File: src/rtl/mpnc_pkg.sv
package mpnc_pkg;

    localparam int UW  = 32;   // microinstruction width
    localparam int OPW = 4;    // next-address control opcode width
    localparam int AW  = 4;    // microprogram address width
    localparam int NFL = 4;    // number of status flags

    localparam int FL_CARRY = 0;
    localparam int FL_ZERO  = 1;
    localparam int FL_MSB   = 2;
    localparam int FL_OVF   = 3;

    typedef enum logic [1:0] {
        SRC_UPC = 2'd0,
        SRC_REG = 2'd1,
        SRC_STK = 2'd2,
        SRC_DIR = 2'd3
    } src_e;

    typedef enum logic [1:0] {
        SH_ZERO  = 2'd0,
        SH_ONE   = 2'd1,
        SH_ROT   = 2'd2,
        SH_ARITH = 2'd3
    } shift_e;

    typedef enum logic [1:0] {
        CC_CARRY = 2'd0,
        CC_ZERO  = 2'd1,
        CC_MSB   = 2'd2,
        CC_OVF   = 2'd3
    } cc_e;

    localparam logic [OPW-1:0] OP_CONT   = 4'd0;
    localparam logic [OPW-1:0] OP_JMP    = 4'd1;
    localparam logic [OPW-1:0] OP_CALL   = 4'd2;
    localparam logic [OPW-1:0] OP_RET    = 4'd3;
    localparam logic [OPW-1:0] OP_CALLZ  = 4'd12;
    localparam logic [OPW-1:0] OP_RETZ   = 4'd13;
    localparam logic [OPW-1:0] OP_LDST   = 4'd14;
    localparam logic [OPW-1:0] OP_TWOWAY = 4'd15;

    typedef struct packed {
        logic [OPW-1:0] nxt_op;
        logic [AW-1:0]  br_addr;
        logic           seq_cin;
        logic           br_ld;
        shift_e         shift;
        logic [2:0]     alu_src;
        logic [2:0]     alu_fn;
        logic [2:0]     alu_dst;
        logic [3:0]     a_addr;
        logic [3:0]     b_addr;
        logic           alu_cin;
        logic [1:0]     spare;
    } uword_t;

    localparam uword_t UWORD_NOP = '0;

    typedef struct packed {
        src_e          src;
        logic          fe;
        logic          push;
        logic [AW-1:0] orb;
    } seqctl_t;

    typedef struct packed {
        cc_e  sel;
        logic ld;
    } opattr_t;

    // Sequencer control entry for one opcode and one condition value.
    function automatic seqctl_t map_entry(input logic [OPW-1:0] op, input logic c);
        seqctl_t e;
        e.src  = SRC_UPC;
        e.fe   = 1'b0;
        e.push = 1'b0;
        e.orb  = '0;
        case (op)
            OP_JMP: e.src = SRC_DIR;
            OP_CALL: begin
                e.src  = SRC_DIR;
                e.fe   = 1'b1;
                e.push = 1'b1;
            end
            OP_RET: begin
                e.src = SRC_STK;
                e.fe  = 1'b1;
            end
            4'd4, 4'd5, 4'd6, 4'd7: if (c) e.src = SRC_DIR;
            4'd8, 4'd9, 4'd10, 4'd11: if (!c) e.src = SRC_DIR;
            OP_CALLZ: if (c) begin
                e.src  = SRC_DIR;
                e.fe   = 1'b1;
                e.push = 1'b1;
            end
            OP_RETZ: if (c) begin
                e.src = SRC_STK;
                e.fe  = 1'b1;
            end
            OP_TWOWAY: begin
                e.src = SRC_DIR;
                e.orb = {{(AW-1){1'b0}}, c};
            end
            default: e.src = SRC_UPC;
        endcase
        return e;
    endfunction

    // Per-opcode condition select and status-load enable.
    function automatic opattr_t op_attr(input logic [OPW-1:0] op);
        opattr_t a;
        a.ld = (op == OP_LDST);
        if (op >= 4'd4 && op <= 4'd11)
            a.sel = cc_e'(op[1:0]);
        else if (op == OP_CALLZ || op == OP_RETZ || op == OP_TWOWAY)
            a.sel = CC_ZERO;
        else
            a.sel = CC_CARRY;
        return a;
    endfunction

endpackage

File: src/rtl/mpnc_pipe_reg.sv
module mpnc_pipe_reg
    import mpnc_pkg::*;
(
    input  logic          clk,
    input  logic          rst,
    input  logic [UW-1:0] word_in,
    output uword_t        word_q
);
    always_ff @(posedge clk) begin
        if (rst) word_q <= UWORD_NOP;
        else     word_q <= uword_t'(word_in);
    end
endmodule

File: src/rtl/mpnc_status.sv
module mpnc_status
    import mpnc_pkg::*;
(
    input  logic           clk,
    input  logic           rst,
    input  logic           ld,
    input  logic [NFL-1:0] flags_in,
    input  cc_e            sel,
    output logic [NFL-1:0] stat_q,
    output logic           cond
);
    always_ff @(posedge clk) begin
        if (rst)     stat_q <= '0;
        else if (ld) stat_q <= flags_in;
    end

    always_comb cond = stat_q[sel];
endmodule

File: src/rtl/mpnc_map_rom.sv
module mpnc_map_rom
    import mpnc_pkg::*;
#(
    parameter int OP_BITS = OPW
) (
    input  logic [OP_BITS-1:0] op,
    input  logic               cond,
    output opattr_t            attr,
    output seqctl_t            ctl
);
    localparam int NOPS = 1 << OP_BITS;
    localparam int NSEQ = NOPS * 2;

    opattr_t attr_tab [NOPS];
    seqctl_t seq_tab  [NSEQ];

    for (genvar i = 0; i < NOPS; i++) begin : g_attr
        assign attr_tab[i] = op_attr(OPW'(i));
    end

    for (genvar j = 0; j < NSEQ; j++) begin : g_seq
        assign seq_tab[j] = map_entry(OPW'(j / 2), 1'(j % 2));
    end

    logic [OP_BITS:0] map_addr;
    always_comb begin
        map_addr = {op, cond};
        attr     = attr_tab[op];
        ctl      = seq_tab[map_addr];
    end
endmodule

File: src/rtl/mpnc_shift_dec.sv
module mpnc_shift_dec
    import mpnc_pkg::*;
(
    input  shift_e code,
    input  logic   ram_lo_out,
    input  logic   ram_hi_out,
    input  logic   q_lo_out,
    input  logic   q_hi_out,
    output logic   ram_lo_in,
    output logic   ram_hi_in,
    output logic   q_lo_in,
    output logic   q_hi_in
);
    always_comb begin
        case (code)
            SH_ZERO: {ram_lo_in, ram_hi_in, q_lo_in, q_hi_in} = 4'b0000;
            SH_ONE:  {ram_lo_in, ram_hi_in, q_lo_in, q_hi_in} = 4'b1111;
            SH_ROT: begin
                ram_hi_in = ram_lo_out;
                ram_lo_in = ram_hi_out;
                q_hi_in   = q_lo_out;
                q_lo_in   = q_hi_out;
            end
            default: begin
                ram_hi_in = ram_hi_out;
                ram_lo_in = 1'b0;
                q_hi_in   = ram_lo_out;
                q_lo_in   = 1'b0;
            end
        endcase
    end
endmodule

File: src/rtl/mp_next_ctl.sv
module mp_next_ctl
    import mpnc_pkg::*;
(
    input  logic        clk,
    input  logic        rst,
    input  logic [31:0] fetch_word,
    input  logic [3:0]  alu_flags,
    input  logic        ram_lo_out,
    input  logic        ram_hi_out,
    input  logic        q_lo_out,
    input  logic        q_hi_out,
    output logic [1:0]  seq_src,
    output logic        seq_fe,
    output logic        seq_push,
    output logic [3:0]  seq_or,
    output logic [3:0]  seq_d,
    output logic        seq_cin,
    output logic        seq_rld,
    output logic [2:0]  alu_src,
    output logic [2:0]  alu_fn,
    output logic [2:0]  alu_dst,
    output logic [3:0]  a_addr,
    output logic [3:0]  b_addr,
    output logic        alu_cin,
    output logic        ram_lo_in,
    output logic        ram_hi_in,
    output logic        q_lo_in,
    output logic        q_hi_in
);
    uword_t         pr_word;
    logic [NFL-1:0] stat_q;
    logic           cond_bit;
    opattr_t        attr;
    seqctl_t        ctl;

    mpnc_pipe_reg u_pipe (
        .clk     (clk),
        .rst     (rst),
        .word_in (fetch_word),
        .word_q  (pr_word)
    );

    mpnc_status u_stat (
        .clk      (clk),
        .rst      (rst),
        .ld       (attr.ld),
        .flags_in (alu_flags),
        .sel      (attr.sel),
        .stat_q   (stat_q),
        .cond     (cond_bit)
    );

    mpnc_map_rom #(.OP_BITS(OPW)) u_map (
        .op   (pr_word.nxt_op),
        .cond (cond_bit),
        .attr (attr),
        .ctl  (ctl)
    );

    mpnc_shift_dec u_shift (
        .code       (pr_word.shift),
        .ram_lo_out (ram_lo_out),
        .ram_hi_out (ram_hi_out),
        .q_lo_out   (q_lo_out),
        .q_hi_out   (q_hi_out),
        .ram_lo_in  (ram_lo_in),
        .ram_hi_in  (ram_hi_in),
        .q_lo_in    (q_lo_in),
        .q_hi_in    (q_hi_in)
    );

    always_comb begin
        seq_src  = ctl.src;
        seq_fe   = ctl.fe;
        seq_push = ctl.push;
        seq_or   = ctl.orb;
        seq_d    = pr_word.br_addr;
        seq_cin  = pr_word.seq_cin;
        seq_rld  = pr_word.br_ld;
        alu_src  = pr_word.alu_src;
        alu_fn   = pr_word.alu_fn;
        alu_dst  = pr_word.alu_dst;
        a_addr   = pr_word.a_addr;
        b_addr   = pr_word.b_addr;
        alu_cin  = pr_word.alu_cin;
    end
endmodule

File: config.mk
export PLATFORM = sky130hd
export DESIGN_NAME = mp_next_ctl
export DESIGN_NICKNAME = d
export VERILOG_FILES = /design/src/rtl/mpnc_pkg.sv /design/src/rtl/mpnc_pipe_reg.sv /design/src/rtl/mpnc_status.sv /design/src/rtl/mpnc_map_rom.sv /design/src/rtl/mpnc_shift_dec.sv /design/src/rtl/mp_next_ctl.sv
export SDC_FILE = /design/constraint.sdc
export NUM_CORES = 1
export LEC_CHECK = 0
export ABC_CLOCK_PERIOD_IN_PS = 6200
export BUFFER_PORTS_ARGS = -buffer_cell sky130_fd_sc_hd__buf_4
export CAP_MARGIN = 15
export CORE_UTILIZATION = 25
export CTS_CLUSTER_SIZE = 28
export DETAILED_ROUTE_END_ITERATION = 12
export SETUP_SLACK_MARGIN = 0.15
export SYNTH_ARGS = -nofsm -noshare
export SYNTH_HDL_FRONTEND = slang
export SYNTH_HIERARCHICAL = 1
export SYNTH_SLANG_ARGS = --single-unit
File: constraint.sdc
create_clock -name clk -period 6.2 [get_ports clk]
set_input_delay 1.24 -clock clk [delete_from_list [all_inputs] [get_ports clk]]
set_output_delay 1.24 -clock clk [all_outputs]
set_load 0.01 [all_outputs]
* Yosys cells after proc, flatten, opt, wreduce, memory -nomap -nowiden *
Memories as Yosys holds them, arrays and structs flattened.
Index checks and enable logic that the tools add are counted.
Widths: inputs -> output; s select.

cells by class
  multipliers = 0
  divide/modulo/power cells = 0
  bitwise gates (word level) = 2
  shifts and indexed selects = 0
  reductions and logical operators = 1
  multiplexer cells = 10
  eq/ne operators = 2
  $lt $le $gt $ge = 3
  add/subtract/negate cells = 0

operators with widths
  operator            count
  $mux 8              2
  $ge 6x6->1 const B  1
  $mux 3              2
  $not 5->6           1
  $pmux 1 s3          2
  $ge 5x5->1 const B  1
  $not 4->5           1
  $pmux 1 s2          2
  $lt 2x3->1 const B  1
  $bmux 1 s2          1
  $eq 2x1->1 const B  1
  $eq 2x2->1 const B  1
  $logic_not 2->1     1
  $mux 1              1

storage, ports and cells
  output and inout bits = 36
  memory bits (writable) = 0
  input port bits = 42
  memories = 2
  latch bits = 0
  register bits = 34
  word-level logic and storage cells = 32
  ROM bits = 304

memory list
  name             depth  bits a word  rd ports  clocked after memory_dff  write ports  RTL line            source
  (no name shown)  32     8            1         0                         0            mpnc_map_rom.sv:29  ctl = seq_tab[map_addr];
  (no name shown)  16     3            1         0                         0            mpnc_map_rom.sv:28  attr = attr_tab[op];

* Depth between registers and ports, before layout *
  depth in word-level cells = 10
  mapped depth = 8
  depth with buffers taken out = 8

* Cells and area by module *
Netlist, hierarchy kept.

by module, submodules not included
  module          times used  sequential area each (µm²)  cells an instance  area each (µm²)
  mpnc_pipe_reg   1           640.6                       67                 863.3
  mpnc_map_rom    1           0.0                         35                 226.5
  mpnc_status     1           80.1                        14                 162.7
  mpnc_shift_dec  1           0.0                         16                 107.6

* Least setup slack after synthesis *
No wires, ideal clock.

  kind = flip-flop to output port
  from = register u_pipe/word_q[28] (netlist bit)
  to = output port seq_src[0]
  required time = 4,960 ps
  path buffers = 0
  data arrival time = 1,998 ps
  slack = 2,962 ps
  cell stages (with the launch flop) = 8
  cells stage by stage = dfxtp_1 -> inv_1 -> ha_1 -> mux2i_1 -> a22o_1 -> mux4_2 -> mux2i_1 -> a221o_1

RTL lines
  what                    RTL line             source
  from (decl)             mpnc_pipe_reg.sv:7   output uword_t word_q
  from (signal assigned)  mpnc_pipe_reg.sv:11  else word_q <= uword_t'(word_in);
  to (decl)               mp_next_ctl.sv:12    output logic [1:0] seq_src,

==> impl_metrics.yaml <==
outcome:
  status: "finished, final reports clean"
global_routing:
  grt_usage: 0.09773
  grt_max_degree: 35
  grt_pass1_vias: 919
  overflow: 0
  grt_pass1_wl_mm: 3.995
  antenna_found_initial: 0
setup_path:
  crit_required_ns: 4.96
  worstPathArrival_ns: 2.55
  crit_path_end_kind: "output pin"
  timing.rr.start: "u_pipe/word_q[29]"
  r2r_end: "u_stat/stat_q[1]"
  reg2reg_depth: 4
  critPathKind: "reg -> out"
  cp_max_fo: 5
  r2r_slack_ns: 4.79
  crit_path_start_kind: "flip-flop"
placement:
  gp_congestion: 0.7414
  io_buffers: 72
  hpwlAfterDp_mm: 1.981
  placed_area_um2: 1867
floorplanning:
  ios: 78
  core_area_um2: 4880
  initial_core_util: 0.2679
  std_cell_rows: 25
  fp.dieW_um: 74.32
  die_area_um2: 5523
  die-height_um: 74.32
finish:
  final_nets: 247
  fin_area_um2: 1977
  n_antenna_cell: 0
  area_delta_synth_final_pct: 51.20
  utilization: 0.4051
  drive_gt1_frac: 0.4050
sta:
  max_freq_mhz: 264.1
  fin_crit_ns: 3.787
  setup_viol: 0
  min_period_over_period: 0.6107
  clock_skew_ns: 0.0005930
  hold_viol_final: 0
  slew_violations: 0
  rsz0062_at_grt: "false"
  fin_setup_tns_ns: 0
drt:
  drcViolationCount: 0
  via_count: 1043
  drt-total-wl_mm: 2.596
  via_per_inst: 3.906
  wl_per_cell_um: 9.723
  firstDrtPassIters: 4
  antenna_left: 0
  drtIter0Drc: 11
clock_network:
  cts_root_buf: "clkbuf_8"
  cts_buffer_depth: 2
  numClockSinks: 34
  clkLatencyLatePin_ns: 0.28
  cts_tree: "built"
  clkTransAtPathRegs_ns: 0.07
  numCtsBuffers: 5
  cts_hold_buf: 0
  cts_resized: 0
  cts_setup_buffers: 0
  cts_max_level: 2
worst_hold_path:
  min_path_type: "reg -> reg"
  hold_start: "u_stat/stat_q[0]"
  hold_depth: 2
  min_to: "u_stat/stat_q[0]"
logic_synthesis:
  syn_inst: 128
  ys_warn_count: 6
  syn-cell-area_um2: 1308
  syn_avg_cell_area_um2: 10.21
power:
  power.total_uw: 487.8
  ir_worst_vdd_mv: 0.1209
  leakage_uw: 0.0009268
  power.density_nw_per_um2: 246.8
job:
  cap_viol_max_count: 0
==> layout by cell type, fill, tap and decap left out <==
master / instances
conb_1: 3
a211oi_1: 2
clkbuf_8: 8
xnor2_1: 1
inv_1: 7
buf_4: 72
a21oi_1: 5
mux2i_1: 6
a22o_1: 1
and2_1: 1
nand3_1: 1
o21ai_0: 1
o31ai_1: 1
nand2b_1: 1
xor2_1: 1
dfxtp_1: 34
nor2b_1: 30
ha_1: 6
nor2_1: 10
and3_1: 1
nand2_1: 5
mux4_2: 1
a221o_1: 2
==> where the power goes <==
part,switching (uW),internal (uW),leakage [uW]
Sequential,5.56,229,0.000282
Clock,74.9,112,0.0000575
Combinational,25.2,41.0,0.000587
==> worst max-delay path, stage by stage, from the launching register on <==
cell and delay (ns):
dfxtp_1 0.38, inv_1 0.12, ha_1 0.25, mux2i_1 0.15
a22o_1 0.18, mux4_2 0.53, mux2i_1 0.15, a221o_1 0.36
buf_4 0.14
==> layout make-up <==
class	instances	area, um2
inverter	7	26.28
fill	525	2903
sequential	34	680.7
timing repair buffer	72	540.5
clock buffer	8	110.1
multi-input combinational	79	535.5
tap	67	83.83
==> state kept, by name (all words and copies together) (netlist names) <==
| register | flops |
|---|---|
| u_stat/stat_q | 4 |
| u_pipe/word_q | 30 |
==> how the worst max path moves through the flow <==
stage | from | to | slack (ns) | cells past startpoint
after detailed placement | u_pipe/word_q[28] | seq_src[0] | 2.72 | 8
after global routing | u_pipe/word_q[28] | seq_src[0] | 2.22 | 8
after global placement | u_pipe/word_q[28] | seq_src[1] | 2.74 | 8
after CTS | u_pipe/word_q[28] | seq_src[0] | 2.40 | 8
final | u_pipe/word_q[28] | seq_src[0] | 2.41 | 8
after floorplan | u_pipe/word_q[28] | seq_src[0] | 2.96 | 7
==> metal layers <==
metal / wire (um) / global-route usage / vias to the layer above
met1: 1061 / 0.09611 / 456
met4: 19 / 0.05031 / 0
met2: 1267 / 0.1697 / 47
li1: - / - / 538
met3: 247 / 0.04878 / 2
met5: 0 / 0 / -
==> through the flow <==
step | setup WS [ns] | hold WS, ns | cells
after floorplan | 2.962 | 0.4546 | 130
after global placement | 2.741 | 0.4690 | 259
after detailed placement | 2.720 | 0.4879 | 259
after CTS | 2.400 | 0.5072 | 267
after global routing | 2.222 | 0.5289 | 267
final | 2.413 | 0.4963 | 267
Note: power is estimated with default switching activity, not from simulation.
